### config.mk
export PLATFORM = sky130hd
export DESIGN_NAME = pad_mux
export DESIGN_NICKNAME = d
export VERILOG_FILES = /design/src/rtl/pad_pkg.sv /design/src/rtl/pad_phase_ctr.sv /design/src/rtl/pad_encode.sv /design/src/rtl/pad_mux.sv
export SDC_FILE = /design/constraint.sdc
export NUM_CORES = 1
export LEC_CHECK = 0
export CELL_PAD_IN_SITES_DETAIL_PLACEMENT = 1
export CELL_PAD_IN_SITES_GLOBAL_PLACEMENT = 1
export CORE_MARGIN = 1
export CORE_UTILIZATION = 30
export DETAILED_ROUTE_END_ITERATION = 8
export PLACE_DENSITY = 0.73
export SYNTH_ARGS = -nofsm -noshare
export SYNTH_HDL_FRONTEND = slang
export SYNTH_HIERARCHICAL = 1
export SYNTH_SLANG_ARGS = --single-unit
### constraint.sdc
create_clock -name clk_i -period 2.2 [get_ports clk_i]
set_input_delay 0.22 -clock clk_i [delete_from_list [all_inputs] [get_ports clk_i]]
set_output_delay 0.22 -clock clk_i [all_outputs]
set_load 0.01 [all_outputs]
### src/rtl/pad_pkg.sv
package pad_pkg;
  localparam int BTN_N   = 12;
  localparam int B_UP    = 0;
  localparam int B_DOWN  = 1;
  localparam int B_LEFT  = 2;
  localparam int B_RIGHT = 3;
  localparam int B_B     = 4;
  localparam int B_C     = 5;
  localparam int B_A     = 6;
  localparam int B_START = 7;
  localparam int B_Z     = 8;
  localparam int B_Y     = 9;
  localparam int B_X     = 10;
  localparam int B_MODE  = 11;
  localparam int DATA_W  = 7;
endpackage

### src/rtl/pad_phase_ctr.sv
module pad_phase_ctr #(
  parameter int PHASES = 4,
  parameter int IDLE_W = 16,
  localparam int PW = $clog2(PHASES)
) (
  input  logic              clk_i,
  input  logic              rst_ni,
  input  logic              sel_i,
  input  logic              wr_i,
  input  logic [IDLE_W-1:0] idle_lim_i,
  output logic [PW-1:0]     phase_o,
  output logic [IDLE_W-1:0] idle_o
);
  localparam logic [PW-1:0]     PH_LAST  = PW'(PHASES - 1);
  localparam logic [IDLE_W-1:0] IDLE_MAX = '1;

  logic              sel_q;
  logic [PW-1:0]     phase_q, phase_base, phase_d;
  logic [IDLE_W-1:0] idle_q, idle_d;
  logic              rise, timeout;

  assign rise       = sel_i & ~sel_q;
  assign timeout    = ~wr_i & (idle_q >= idle_lim_i);
  // timeout clears first, so a coincident rise counts from zero
  assign phase_base = timeout ? '0 : phase_q;

  always_comb begin
    phase_d = phase_base;
    if (rise) phase_d = (phase_base == PH_LAST) ? '0 : phase_base + 1'b1;
  end

  always_comb begin
    if (wr_i)                  idle_d = '0;
    else if (idle_q != IDLE_MAX) idle_d = idle_q + 1'b1;
    else                       idle_d = idle_q;
  end

  always_ff @(posedge clk_i or negedge rst_ni) begin
    if (!rst_ni) begin
      sel_q   <= 1'b0;
      phase_q <= '0;
      idle_q  <= '0;
    end else begin
      sel_q   <= sel_i;
      phase_q <= phase_d;
      idle_q  <= idle_d;
    end
  end

  assign phase_o = phase_q;
  assign idle_o  = idle_q;
endmodule

### src/rtl/pad_encode.sv
module pad_encode
  import pad_pkg::*;
#(
  parameter int PW = 2
) (
  input  logic             six_mode_i,
  input  logic             sel_i,
  input  logic [PW-1:0]    phase_i,
  input  logic [BTN_N-1:0] btn_i,
  output logic [DATA_W-1:0] data_o
);
  logic [BTN_N-1:0] n;   // active-low view
  logic [5:0]       lines;
  logic             ph2, ph3;

  assign n   = ~btn_i;
  assign ph2 = six_mode_i & (phase_i == PW'(2));
  assign ph3 = six_mode_i & (phase_i == PW'(3));

  always_comb begin
    if (sel_i) begin
      if (ph3) lines = {n[B_C], n[B_B], n[B_MODE], n[B_X], n[B_Y], n[B_Z]};
      else     lines = {n[B_C], n[B_B], n[B_RIGHT], n[B_LEFT], n[B_DOWN], n[B_UP]};
    end else begin
      if (ph3)      lines = {n[B_START], n[B_A], 4'b1111};
      else if (ph2) lines = {n[B_START], n[B_A], 4'b0000};
      else          lines = {n[B_START], n[B_A], 2'b00, n[B_DOWN], n[B_UP]};
    end
  end

  assign data_o = {sel_i, lines};
endmodule

### src/rtl/pad_mux.sv
module pad_mux
  import pad_pkg::*;
#(
  parameter int PHASES = 4,
  parameter int IDLE_W = 16,
  localparam int PW = $clog2(PHASES)
) (
  input  logic              clk_i,
  input  logic              rst_ni,
  input  logic              six_mode_i,
  input  logic              sel_i,
  input  logic              wr_i,
  input  logic [IDLE_W-1:0] idle_lim_i,
  input  logic [BTN_N-1:0]  btn_i,
  output logic [DATA_W-1:0] data_o
);
  logic [PW-1:0]     phase_q;
  logic [IDLE_W-1:0] idle_q;

  pad_phase_ctr #(.PHASES(PHASES), .IDLE_W(IDLE_W)) u_ctr (
    .clk_i      (clk_i),
    .rst_ni     (rst_ni),
    .sel_i      (sel_i),
    .wr_i       (wr_i),
    .idle_lim_i (idle_lim_i),
    .phase_o    (phase_q),
    .idle_o     (idle_q)
  );

  pad_encode #(.PW(PW)) u_enc (
    .six_mode_i (six_mode_i),
    .sel_i      (sel_i),
    .phase_i    (phase_q),
    .btn_i      (btn_i),
    .data_o     (data_o)
  );
endmodule

==> flow_summary.yaml <==
yosys:
  synth_seq_cells: 19
  synth_xor_area_frac: 0.0576
  syn-cell-area_sq_um: 1520
  netlist_top_cells_area: "dfrtp_1, ha_1, inv_1, xor2_1, nor2_1"
  avgSynthCellArea_sq_um: 8.84
  synth_top_family_by_area: "simple AND/OR/NAND/NOR gates"
  synth_enable_flop_cells: 0
  seq_area_frac_synth: 0.313
  post_synth_fa_ha_maj_area_fraction: 0.140
  ys_types: 45
  syn_nets: 222
  synth_compound_area_frac: 0.176
  synthDominantAreaCellType: "dfrtp_1"
  synthSimpleGateAreaFrac: 0.215
  synth-main-ff-cell: "dfrtp_1"
  yosys_warnings: 6
  synth-async-reset-ratio: 1.00
  syn-instance-count: 172
  synth_top_cell_area_share: 0.313
  muxShareOfSynthArea: 0.0132
setup_path:
  timing.critical_path.fanout_max: 6
  critical_path_buf_inv_count: 1
  crit_path_kind: "reg2out"
  regToRegSetupSlack_ns: 0.25
  r2r_path_end: "u_ctr/phase_o[1]"
  reg2reg_depth: 7
  levels_on_crit_path: 4
  cp-startpoint: "u_ctr/phase_o[0]"
  worst_ep_arrival_time_ns: 1.79
  critical-path-top-delay-family: "buffers and inverters"
  slowest_cell_on_the_critical_path: "clkdlybuf4s50_1"
  crit_path_largest_cell_delay_ns: 0.56
  worst_r2r_startpoint: "u_ctr/idle_o[0]"
  crit_path_capture: "data_o[3]"
  critical_path.endpoint_type: "output pin"
  cp_cell_sequence: "and3_1 -> a21oi_2 -> a31oi_1 -> clkdlybuf4s50_1"
  critPathLaunchType: "flip-flop"
  cp.required_ns: 1.98
die:
  floorplan.rows: 25
  die_width_um: 73.2
  placeableCoreArea_sq_um: 4790
  boundaryPins: 40
  initial_core_util: 0.318
  dieArea_sq_um: 5360
  die_height_um: 73.2
detailed_routing:
  drc_violations: 0
  first_pass_iters: 4
  finalWirelength_um: 3580
  vias: 1389
  postRouteAntennaNets: 0
  drt_first_iter_violations: 43
  routed_wire_length_per_instance_um: 12.8
  detail_route.vias_per_cell: 4.96
cts:
  tritoncts_num_sinks: 19
  cts_max_path_buffers: 2
  clk_root_buffer_cell: "clkbuf_8"
  cts_post_setup_buffers_inserted: 0
  tritoncts.num_buffers: 3
  clk-insertion-delay-late_ns: 0.25
  number_of_hold_buffers_added_after_cts: 0
  cts-htree-levels: 1
  clk_pin_slew_worst_paths_ns: 0.07
  cts_tree: "yes"
placed_design:
  buffer_ports.inserted: 39
  place_hpwl_um: 2860
  place.gp.congestion: 0.726
global_route:
  largest_net_degree_at_the_start_of_global_routing: 20
  track_usage: 0.152
  grt_first_pass_wirelength_um: 6330
  antenna_found_initial: 0
  globalRoute.totalOverflow: 0
  first_global_vias: 1397
timing:
  setup_violating_endpoint_count_in_the_final_report: 0
  finalCriticalPeriod_ns: 2.01
  timing_worst_slew_pin_value_ns: 0.484
  skew_ns: 0.00101
  max-slew-margin-rel: 0.669
  layout_worst_path_cycle_share: 0.912
  rsz0062_at_grt: "false"
  setup_total_negative_slack_ns: 0
  final-hold-violation-count: 0
  finalMaxSlewViolations: 0
  clock.fmax_mhz: 499
pwr:
  total_power_uw: 880
  peakVddDrop_mv: 0.223
  p_per_area_nw_per_um2: 435
  p_leak_nw: 0.964
finish:
  design.final.nets: 264
  drive_above_1_share: 0.0751
  fillers: 572
  antenna-diode-count: 0
  final_core_util: 0.422
  area_growth_syn_to_layout_pct: 32.9
flow_run:
  max-cap-violations: 0
run_status:
  outcome: "completed"
min_path:
  worst_hold_path_type: "in2async"
-- sequential cells by signal, summed over array words and instances (netlist names) --
name / cells
u_ctr/sel_q: 1
u_ctr/idle_o: 16
u_ctr/phase_o: 2
-- logic make-up (layout without fill, tap and decap cells) --
group | count (synthesis) | in the layout
DFF | 19 | 19
buffers and inverters | 27 | 68
xor gates and xnor gates | 10 | 10
adders and majority gates | 17 | 17
AOI/OAI and AO/OA | 37 | 37
and+or+nand+nor | 60 | 60
muxes | 2 | 2
-- routing by layer --
metal / vias up / wire, um / track usage
met2: 37 / 1690 / 0.258
li1: 691 / - / -
met5: - / 0 / 0
met3: 4 / 230 / 0.0249
met4: 0 / 33 / 0.0458
met1: 657 / 1630 / 0.196
-- worst min path at each step --
stage | slack, ns | from | end | depth (start not counted)
CTS | 0.30 | rst_ni | u_ctr/idle_o[7] | 2
global route | 0.34 | rst_ni | u_ctr/idle_o[7] | 2
floorplan | -0.08 | rst_ni | u_ctr/idle_o[0] | 0
global placement | 0.56 | u_ctr/idle_o[7] | u_ctr/idle_o[7] | 2
detailed placement | 0.56 | u_ctr/idle_o[8] | u_ctr/idle_o[8] | 1
finish | 0.30 | rst_ni | u_ctr/idle_o[7] | 2
-- report_power, final --
group | switching, mW | leakage (nW) | internal (mW)
sequential | 0.0217 | 0.255 | 0.369
clock | 0.111 | 0.0228 | 0.129
combinational | 0.106 | 0.686 | 0.144
-- layout by cell type (no fill, tap or decap), drive strengths merged, types with 2 or more instances in the layout --
| master | count |
|---|---|
| a21oi | 9 |
| xnor2 | 2 |
| and3 | 6 |
| nand2 | 10 |
| dfrtp | 19 |
| xor2 | 8 |
| o2111ai | 4 |
| a31oi | 3 |
| nor2 | 19 |
| nor2b | 2 |
| clkbuf | 4 |
| ha | 17 |
| o211ai | 3 |
| inv | 21 |
| o21ai | 7 |
| mux2i | 2 |
| nand4 | 7 |
| clkdlybuf4s50 | 38 |
| buf | 4 |
| nor3 | 6 |
| or3 | 2 |
| nand2b | 2 |
| o21a | 3 |
-- stage by stage --
step	hold slack, ns	setup slack [ns]	cells	area [sq um]
floorplan	-0.0756	0.541	172	1520
global placement	0.559	0.0351	276	1970
detailed placement	0.559	0.0168	276	1970
CTS	0.300	0.128	280	2020
global route	0.341	0.0863	280	2020
finish	0.296	0.195	280	2020
-- repair_timing --
| item | in CTS | in global routing |
|---|---|---|
| hold endpoints to repair | 0 | 0 |
| gates resized for setup | 0 | 1 |
| endpoints found under the setup margin | 0 | 1 |
-- area by class of cell --
type                            instances  area [sq um]  share of cell area
Multi-Input combinational cell        126           915               0.453
Sequential cell                        19           475               0.235
Timing Repair Buffer                   43           423               0.209
Tap cell                               67          83.8              0.0415
Inverter                               21          78.8              0.0390
Clock buffer                            4          45.0              0.0223
-- Yosys cell counts, types with 3 or more instances --
master	instances
inv_1	21
dfrtp_1	19
nor2_1	18
ha_1	17
nand2_1	10
xor2_1	8
a21oi_1	7
and3_1	5
nand4_1	5
nor3_1	5
o21ai_0	5
o2111ai_1	4
a31oi_1	3
o211ai_1	3
o21a_1	3
(Power assumes the default switching activity.)
